--- config.mk ---
export PLATFORM = sky130hd
export DESIGN_NAME = gcd_mcode_unit
export DESIGN_NICKNAME = d
export VERILOG_FILES = /design/src/rtl/gcd_mc_pkg.sv /design/src/rtl/gcd_mc_rom.sv /design/src/rtl/gcd_mc_seq.sv /design/src/rtl/gcd_mc_dp.sv /design/src/rtl/gcd_mcode_unit.sv
export SDC_FILE = /design/constraint.sdc
export NUM_CORES = 1
export LEC_CHECK = 0
export BUFFER_PORTS_ARGS = -buffer_cell sky130_fd_sc_hd__clkbuf_2
export CAP_MARGIN = 30
export CORE_ASPECT_RATIO = 0.8
export CORE_MARGIN = 2
export CORE_UTILIZATION = 53
export DETAILED_ROUTE_END_ITERATION = 8
export HOLD_SLACK_MARGIN = 0.1
export PLACE_DENSITY_LB_ADDON = 0.08
export SYNTH_ARGS = -nofsm -noshare
export SYNTH_HDL_FRONTEND = slang
export SYNTH_SLANG_ARGS = --single-unit
export TNS_END_PERCENT = 100
--- constraint.sdc ---
create_clock -name clk_i -period 2.8 [get_ports clk_i]
set_clock_uncertainty 0.05 [all_clocks]
set_input_delay 0 -clock clk_i [delete_from_list [all_inputs] [get_ports clk_i]]
set_output_delay 0 -clock clk_i [all_outputs]
set_load 0.02 [all_outputs]
--- src/rtl/gcd_mc_pkg.sv ---
package gcd_mc_pkg;
  localparam int UADDR_W    = 3;
  localparam int UROM_WORDS = 7;

  typedef enum logic [1:0] {
    SEQ_ADV  = 2'b00,
    SEQ_CJMP = 2'b01,
    SEQ_JMP  = 2'b10,
    SEQ_RSV  = 2'b11
  } seq_op_e;

  typedef enum logic [1:0] {
    CND_IDLE = 2'b00,  // start low
    CND_DONE = 2'b01,  // equal or a zero operand
    CND_GT   = 2'b10,  // first > second
    CND_NONE = 2'b11
  } cond_e;

  typedef struct packed {
    logic                r1_from_diff;
    logic                r2_from_diff;
    logic                sub_swap;
    logic                ld_r1;
    logic                ld_r2;
    logic                ld_res;
    logic                eoc_clr;
    logic                eoc_set;
    seq_op_e             op;
    cond_e               cnd;
    logic [UADDR_W-1:0]  ba;
  } uword_t;
endpackage

--- src/rtl/gcd_mc_rom.sv ---
module gcd_mc_rom
  import gcd_mc_pkg::*;
(
  input  logic [UADDR_W-1:0] addr_i,
  output uword_t             word_o
);
  function automatic uword_t seq_only(seq_op_e op, cond_e c, logic [UADDR_W-1:0] ba);
    uword_t w;
    w     = '0;
    w.op  = op;
    w.cnd = c;
    w.ba  = ba;
    return w;
  endfunction

  always_comb begin
    word_o = seq_only(SEQ_JMP, CND_NONE, UADDR_W'(0));
    unique case (addr_i)
      3'd0: word_o = seq_only(SEQ_CJMP, CND_IDLE, 3'd0);
      3'd1: begin
        word_o         = seq_only(SEQ_ADV, CND_NONE, 3'd0);
        word_o.ld_r1   = 1'b1;
        word_o.ld_r2   = 1'b1;
        word_o.eoc_clr = 1'b1;
      end
      3'd2: word_o = seq_only(SEQ_CJMP, CND_DONE, 3'd6);
      3'd3: word_o = seq_only(SEQ_CJMP, CND_GT, 3'd5);
      3'd4: begin  // second is larger: r2 := r2 - r1
        word_o              = seq_only(SEQ_JMP, CND_NONE, 3'd2);
        word_o.sub_swap     = 1'b1;
        word_o.r2_from_diff = 1'b1;
        word_o.ld_r2        = 1'b1;
      end
      3'd5: begin  // first is larger: r1 := r1 - r2
        word_o              = seq_only(SEQ_JMP, CND_NONE, 3'd2);
        word_o.r1_from_diff = 1'b1;
        word_o.ld_r1        = 1'b1;
      end
      3'd6: begin
        word_o         = seq_only(SEQ_JMP, CND_NONE, 3'd0);
        word_o.ld_res  = 1'b1;
        word_o.eoc_set = 1'b1;
      end
      default: ;
    endcase
  end
endmodule

--- src/rtl/gcd_mc_seq.sv ---
module gcd_mc_seq
  import gcd_mc_pkg::*;
(
  input  logic               clk_i,
  input  logic               rst_ni,
  input  uword_t             uir_i,
  input  logic               start_i,
  input  logic               done_i,
  input  logic               gt_i,
  output logic [UADDR_W-1:0] upc_o,
  output logic [UADDR_W-1:0] nxt_o
);
  logic [UADDR_W-1:0] upc_q;
  logic               cond;

  always_comb begin
    unique case (uir_i.cnd)
      CND_IDLE: cond = ~start_i;
      CND_DONE: cond = done_i;
      CND_GT:   cond = gt_i;
      default:  cond = 1'b0;
    endcase
  end

  always_comb begin
    unique case (uir_i.op)
      SEQ_CJMP: nxt_o = cond ? uir_i.ba : upc_q + 1'b1;
      SEQ_JMP:  nxt_o = uir_i.ba;
      default:  nxt_o = upc_q + 1'b1;
    endcase
  end

  always_ff @(posedge clk_i or negedge rst_ni) begin
    if (!rst_ni) upc_q <= '0;
    else         upc_q <= nxt_o;
  end

  assign upc_o = upc_q;
endmodule

--- src/rtl/gcd_mc_dp.sv ---
module gcd_mc_dp
  import gcd_mc_pkg::*;
#(
  parameter int DATA_W = 8
) (
  input  logic              clk_i,
  input  logic              rst_ni,
  input  uword_t            uir_i,
  input  logic [DATA_W-1:0] x_i,
  input  logic [DATA_W-1:0] y_i,
  output logic [DATA_W-1:0] r1_o,
  output logic [DATA_W-1:0] r2_o,
  output logic [DATA_W-1:0] z_o,
  output logic              eoc_o,
  output logic              done_o,
  output logic              gt_o
);
  logic [DATA_W-1:0] r1_q, r2_q, res_q, sub_a, sub_b, diff, res_d;
  logic              eoc_q;

  assign sub_a = uir_i.sub_swap ? r2_q : r1_q;
  assign sub_b = uir_i.sub_swap ? r1_q : r2_q;
  assign diff  = sub_a - sub_b;

  assign done_o = (r1_q == r2_q) || (r1_q == '0) || (r2_q == '0);
  assign gt_o   = r1_q > r2_q;
  assign res_d  = (r1_q != '0) ? r1_q : r2_q;  // zero rule

  always_ff @(posedge clk_i or negedge rst_ni) begin
    if (!rst_ni) begin
      r1_q  <= '0;
      r2_q  <= '0;
      res_q <= '0;
      eoc_q <= 1'b0;
    end else begin
      if (uir_i.ld_r1)  r1_q  <= uir_i.r1_from_diff ? diff : x_i;
      if (uir_i.ld_r2)  r2_q  <= uir_i.r2_from_diff ? diff : y_i;
      if (uir_i.ld_res) res_q <= res_d;
      if (uir_i.eoc_set)      eoc_q <= 1'b1;
      else if (uir_i.eoc_clr) eoc_q <= 1'b0;
    end
  end

  assign r1_o  = r1_q;
  assign r2_o  = r2_q;
  assign z_o   = res_q;
  assign eoc_o = eoc_q;
endmodule

--- src/rtl/gcd_mcode_unit.sv ---
module gcd_mcode_unit
  import gcd_mc_pkg::*;
#(
  parameter int DATA_W = 8
) (
  input  logic              clk_i,
  input  logic              rst_ni,
  input  logic              start_i,
  input  logic [DATA_W-1:0] x_i,
  input  logic [DATA_W-1:0] y_i,
  output logic [DATA_W-1:0] z_o,
  output logic              eoc_o
);
  logic [UADDR_W-1:0] upc_w, nxt_w;
  uword_t             rom_w, uir_q, rst_word;
  logic [DATA_W-1:0]  r1_w, r2_w;
  logic               done_w, gt_w;

  gcd_mc_rom u_rom (.addr_i(nxt_w), .word_o(rom_w));

  gcd_mc_rom u_rom_rst (.addr_i(UADDR_W'(0)), .word_o(rst_word));

  always_ff @(posedge clk_i or negedge rst_ni) begin
    if (!rst_ni) uir_q <= rst_word;
    else         uir_q <= rom_w;
  end

  gcd_mc_seq u_seq (
    .clk_i, .rst_ni, .uir_i(uir_q), .start_i,
    .done_i(done_w), .gt_i(gt_w), .upc_o(upc_w), .nxt_o(nxt_w)
  );

  gcd_mc_dp #(.DATA_W(DATA_W)) u_dp (
    .clk_i, .rst_ni, .uir_i(uir_q), .x_i, .y_i,
    .r1_o(r1_w), .r2_o(r2_w), .z_o, .eoc_o, .done_o(done_w), .gt_o(gt_w)
  );
endmodule

==> reports/metrics.yaml, run 1 <==
synth:
  yosysSeqAreaShare_pct: 41.1
  synth-seq-cells: 41
  synth.avg_cell_area_um2: 9.65
  netlist_area_um2: 2500
  ys_async_sr_fraction_pct: 100
  synth_top_area_share_pct: 40.1
  synth_commonest_cells: "dfrtp_1, a21oi_1, nor2_1"
  synth_nets: 296
  synth_edf_count: 0
  synth.distinct_cells: 44
  synthTopCellsByArea: "dfrtp_1, ha_1, a21oi_1, mux2i_1, nor2_1"
  synthFlopType: "dfrtp_1"
  yosys.area.top_type: "dfrtp_1"
  synth_cells: 259
  synth-warning-count: 0
  synth_most_common_cell: "dfrtp_1"
clock_network:
  cts_buffer_depth: 2
  cts_made_buffers: 5
  root_buffer: "clkbuf_8"
  cts_tree: "done"
  ctsHtreeMaxLevel: 2
  clock-sinks: 41
  clk_pin_slew_ps: 80
  clock_latency_ps: 280
global_route:
  met3_usage_pct: 4.67
  overflow: 0
  first_global_vias: 1952
  grt.total_usage_pct: 23.4
  grt_pass1_wl_mm: 9.34
  grt.met1_usage_pct: 34.9
  grt_max_degree: 30
  antenna_found_initial: 0
  grt_use_met2_pct: 35.6
  grt.busiest_layer: "met2"
sta:
  hold_viol_final: 0
  drv_slew: 0
  max_freq_ghz: 0.377
  rsz0062_at_grt: "no"
  setup_viol_count_final: 0
  period_share_pct: 94.7
  period_minus_slack_ps: 2650
  setup-tns-final_ps: 0
  worstMarginPinSlew_ps: 606
  slew_headroom_pct: 59.6
drt:
  firstDrtPassIters: 4
  wirelength_mm: 5.47
  routedWlPerCell_um: 14.5
  drcViolationCount: 0
  dr_total_vias: 2032
  final_antenna_net_count: 0
  routed_via_density: 5.38
  drt_iter0_markers: 82
setup_path:
  cp-end-kind: "register"
  crit_required_ps: 2950
  rrSetupSlack_ps: 150
  cpPeakStageDelay_ps: 450
  worst_setup_path_start_kind: "register"
  path_cells: "inv_1 -> ha_2 -> nand4_1 -> nor2_1 -> a211o_4 -> a31oi_4 -> a21oi_1 -> nor3b_2 -> or2b_2 -> nor2_1"
  cp_slowest_cell: "dfrtp_2"
  crit_type: "register to register"
  crit_top_cell: "nor2_1"
  crit_arrival_ps: 2800
  crit_path_max_fanout: 6
final_layout:
  fin_nets: 354
  syn_to_final_growth_pct: 23.5
  antenna_cells: 0
  finalInstanceArea_um2: 3090
  postLayoutCoreUtil_pct: 67.6
  drive_gt1_share_pct: 23.3
place:
  dpl_cell_area_um2: 2790
  gp_congestion: 0.874
  portBuffers: 27
  hpwlAfterDp_mm: 4.06
power_and_ir_drop:
  p_leak_nw: 1.42
  powerDensity_nw_per_um2: 1320
  peakVddDrop_mv: 0.898
floorplan:
  io_pins: 28
  dieWidth_um: 80.8
  rows: 22
  dieHeight_um: 65.4
  fp.dieArea_um2: 5280
  core_um2: 4570
  start_util_pct: 54.7
hold_path:
  holdCritPathClass: "input pin to asynchronous set/reset pin"
run_status:
  status: "finished clean"
run:
  max-cap-violations: 0
sequential cells by signal, summed over array words and instances (netlist names):
signal,cells
u_seq.upc_o,3
u_dp.r2_o,8
u_dp.r1_o,8
u_dp.eoc_o,1
u_dp.z_o,8
uir_q,13
layout make-up:
type,instances,area (um2)
fillers,385,1480
multi-input cells,189,1370
flip-flops and latches,41,1030
repair buffers,59,430
inverters,21,78.8
well taps,60,75.1
clock buffers,6,72.6
clock inverters,2,35.0
worst paths after layout:
check                             startpoint            to  cells after the start
worst max-delay path            u_dp.r2_o[6]      uir_q[8]                     10
worst min-delay path                  rst_ni  u_dp.r2_o[3]                      2
worst max register to register  u_dp.r2_o[6]      uir_q[8]                     10
worst min register to register    u_dp.eoc_o    u_dp.eoc_o                      1
max in group asynchronous             rst_ni      uir_q[5]                      3
min in group clk_i                   start_i      uir_q[6]                      5
timing repair:
| action | 4_1_cts | 5_1_grt |
|---|---|---|
| hold buffers | 17 | 0 |
| gates resized for setup | 0 | 4 |
| endpoints found under the hold margin | 56 | 0 |
| endpoints found under the setup margin | 0 | 16 |
| buffers inserted | 0 | 2 |
power by group:
group	internal, W	switching, W	total [W]
sequential	0.000883	0.000325	0.00121
clock	0.000265	0.000193	0.000458
combinational	0.00112	0.00129	0.00241
total	0.00227	0.00181	0.00408
through the flow:
| stage | cells | power, W | worst slack [ps] | hold slack [ps] |
|---|---|---|---|---|
| 2_1_floorplan | 259 | 0.00290 | 43.5 | -346 |
| 3_3_place_gp | 350 | 0.00351 | 87.5 | 172 |
| 3_5_place_dp | 351 | 0.00354 | 72.5 | -117 |
| 4_1_cts | 376 | 0.00404 | 50.1 | 122 |
| 5_1_grt | 378 | 0.00449 | 7.22 | 131 |
| 6_report | 378 | 0.00408 | 149 | 111 |
cell families (layout without fill, tap and decap cells):
family / count (synthesis) / count (layout) / share of synthesized area, %
flops: 41 / 41 / 41.1
mux: 24 / 24 / 9.91
simple gates: 72 / 72 / 15.3
fa+ha+maj: 18 / 18 / 9.31
buf+inv: 29 / 88 / 4.36
xor+xnor: 7 / 7 / 2.45
compound gates: 68 / 68 / 17.6
worst max-delay path, delay by kind of cell (launching register included):
kind,cells,cell delay [ps]
and+or+nand+nor,5,1020
AOI/OAI and AO/OA,3,670
DFF,1,450
adders and majority gates,1,300
buffers and inverters,1,80
layout by cell type, fill, tap and decap left out, drive strengths merged, types with 3 or more instances in the layout:
cell	netlist	layout
ha	17	17
a21oi	38	38
or2	4	4
nor2b	8	8
buf	2	15
clkbuf	6	33
a21o	3	3
nor3	3	3
a21boi	4	4
inv	21	21
nand2	10	10
o21ai	9	9
dfrtp	40	40
nand4	4	4
mux2	6	6
dlygate4sd3	0	17
xor2	3	3
nand3	3	3
xnor2	4	4
mux2i	18	18
nor2	29	29
metal layers:
metal  wire length, um  vias up
met2              2420       47
met3               249        2
met4                23        0
met1              2780      960
li1                  -     1023
met5                 0        -
Note: power is estimated with default switching activity, not from simulation.
==> inputs of run 2 (changes only) <==
PLACE_DENSITY = 0.75   (was unset)
PLACE_DENSITY_LB_ADDON = unset   (was 0.08)
==> run 2 against run 1 <==
Flip-flop and latch count did not move; power increased by 1.4%; via count is 1.7% lower; setup slack got worse by 32 ps; design area rose by 0.41%; register-to-register slack got worse by 30 ps; routed wire length decreased by 1.1%; core utilization grew 0.27 points; hold slack better by 65 ps; final cell count down 0.53%; clock power increased by 10%; count of clock-buffer cells in the layout stayed put.
==> reports/metrics.yaml, run 2 (synthesized netlist as in run 1, its figures left out) <==
setup_path:
  crit_path_max_fanout: 6  # unchanged
  crit_required_ps: 2980  # was 2950 ps
  cpPeakStageDelay_ps: 450  # about the same
  path_cells: "inv_1 -> ha_2 -> nand4_1 -> nor2_1 -> a211o_4 -> a31oi_4 -> a21oi_1 -> nor3b_2 -> or2b_2 -> nor2_1"  # unchanged
  cp-end-kind: "register"  # unchanged
  reg2reg_to: "uir_q[8]"  # unchanged
  crit_type: "register to register"  # unchanged
  crit_top_cell: "nor2_1"  # unchanged
  crit_family: "simple AND/OR/NAND/NOR gates"  # unchanged
  crit_start: "u_dp.r2_o[6]"  # unchanged
  crit_arrival_ps: 2860  # was 2800 ps
  reg2reg_depth: 10  # unchanged
  rrSetupSlack_ps: 120  # was 150 ps
  critPathBufInv: 1  # unchanged
  cp_slowest_cell: "dfrtp_2"  # unchanged
  timing.rr.start: "u_dp.r2_o[6]"  # unchanged
  worst_setup_path_start_kind: "register"  # unchanged
sta:
  max_freq_ghz: 0.373  # was 0.377 GHz
  worstMarginPinSlew_ps: 596  # was 606 ps
  period_minus_slack_ps: 2680  # was 2650 ps
  period_share_pct: 95.8  # was 94.7%
  fin_ws_ps: 116  # was 149 ps
  setup_viol_count_final: 0  # unchanged
  hold_viol_final: 0  # unchanged
  slew_headroom_pct: 60.2  # was 59.6%
  drv_slew: 0  # unchanged
final_layout:
  syn_to_final_growth_pct: 24.0  # was 23.5%
  finalInstanceArea_um2: 3100  # was 3090 um2
  top_register: "uir_q"  # unchanged
  antenna_cells: 0  # unchanged
  fin_nets: 352  # was 354
  layout_common_cells: "a21oi_1, dfrtp_1, nor2_1"  # unchanged
  drive_gt1_share_pct: 23.7  # was 23.3%
  n_fill_cell: 386  # was 385
  largest_reg_flops: 13  # unchanged
drt:
  final_antenna_net_count: 0  # unchanged
  routed_via_density: 5.31  # was 5.38
  routedWlPerCell_um: 14.4  # was 14.5 um
  drcViolationCount: 0  # unchanged
  dr_total_vias: 1998  # was 2032
  met1_length_mm: 2.67  # was 2.78 mm
  drt_iter0_markers: 97  # was 82
  wirelength_mm: 5.41  # was 5.47 mm
  met2_wirelength_mm: 2.42  # about the same
  top_layer: "met4"  # unchanged
  firstDrtPassIters: 4  # unchanged
  route.met3.wl_um: 202  # was 249 um
place:
  dpl_cell_area_um2: 2780  # was 2790 um2
  dp_slack_ps: 89.3  # was 72.5 ps
  hpwlAfterDp_mm: 4.01  # was 4.06 mm
  gp_congestion: 0.882  # was 0.874
  portBuffers: 27  # unchanged
floorplan:
  fp.dieArea_um2: 5280  # unchanged
  dieWidth_um: 80.8  # unchanged
  start_util_pct: 54.7  # unchanged
  core_um2: 4570  # unchanged
  dieHeight_um: 65.4  # unchanged
  rows: 22  # unchanged
  io_pins: 28  # unchanged
global_route:
  grt_max_degree: 22  # was 30
  grt.total_usage_pct: 23.5  # was 23.4%
  overflow: 0  # unchanged
  grt_pass1_wl_mm: 9.37  # was 9.34 mm
  first_global_vias: 2013  # was 1952
  antenna_found_initial: 0  # unchanged
run_status:
  status: "finished clean"  # unchanged
clock_network:
  root_buffer: "clkbuf_8"  # unchanged
  clock_latency_ps: 300  # was 280 ps
  cts_made_buffers: 5  # unchanged
  cts_buffer_depth: 2  # unchanged
  cts_tree: "done"  # unchanged
  ctsHtreeMaxLevel: 2  # unchanged
  clk_pin_slew_ps: 80  # about the same
  clock-sinks: 41  # unchanged
hold_path:
  holdCritPathClass: "input pin to asynchronous set/reset pin"  # unchanged
power_and_ir_drop:
  powerDensity_nw_per_um2: 1330  # was 1320 nW/um2
  p_leak_nw: 1.42  # about the same
  peakVddDrop_mv: 0.648  # was 0.898 mV
run:
  max-cap-violations: 0  # unchanged
## run 2: report_power, final
part / total (W) / internal [W] / switching (W)
Sequential: 0.00121 / 0.000885 / 0.000330
Clock: 0.000504 / 0.000290 / 0.000214
Combinational: 0.00241 / 0.00111 / 0.00130
## run 2: area by class of cell
class | instances | area, um2 | share of cell area, %
Clock buffer | 6 | 82.6 | 2.66
Tap cell | 60 | 75.1 | 2.42
Multi-Input combinational cell | 189 | 1370 | 44.2
Inverter | 21 | 78.8 | 2.54
Clock inverter | 2 | 37.5 | 1.21
Timing Repair Buffer | 57 | 423 | 13.6
Sequential cell | 41 | 1030 | 33.3
## run 2: worst reg2reg max path: stages (launching register included)
cell and delay, ps:
dfrtp_2 450, inv_1 70, ha_2 300, nand4_1 140, nor2_1 90, a211o_4 320
a31oi_4 250, a21oi_1 120, nor3b_2 320, or2b_2 370, nor2_1 130
## run 2: timing repair
action,CTS,global route
buffers inserted,0,2
hold buffers,17,0
resized for setup,0,8
setup endpoints to repair,0,17
hold endpoints to repair,56,0
## run 2: through the flow
step           cells  TNS [ps]  total power (W)  utilization, %  hold slack (ps)
3_5_place_dp     349         0          0.00351            60.9            -24.8
3_3_place_gp     348         0          0.00344            60.3              163
4_1_cts          374         0          0.00406            67.2              195
6_report         376         0          0.00413            67.8              176
2_1_floorplan    259         0          0.00290               -             -346
5_1_grt          376     -16.8          0.00451            67.8              222
## run 2: how the worst max path moves through the flow
stage                               to  slack [ps]  cells past startpoint
after global placement        uir_q[4]         150                     10
after global routing          uir_q[8]         -20                     10
after floorplan           u_dp.r2_o[7]          40                     10
final                         uir_q[8]         120                     10
after CTS                 u_dp.r2_o[7]         0.8                     11
after detailed placement  u_dp.r1_o[7]          90                     11
## run 2: per-layer routing
layer	vias to the layer above	global-route usage (%)
met5	-	0
met2	42	38.0
li1	1018	-
met3	11	4.40
met1	927	31.0
met4	0	9.75
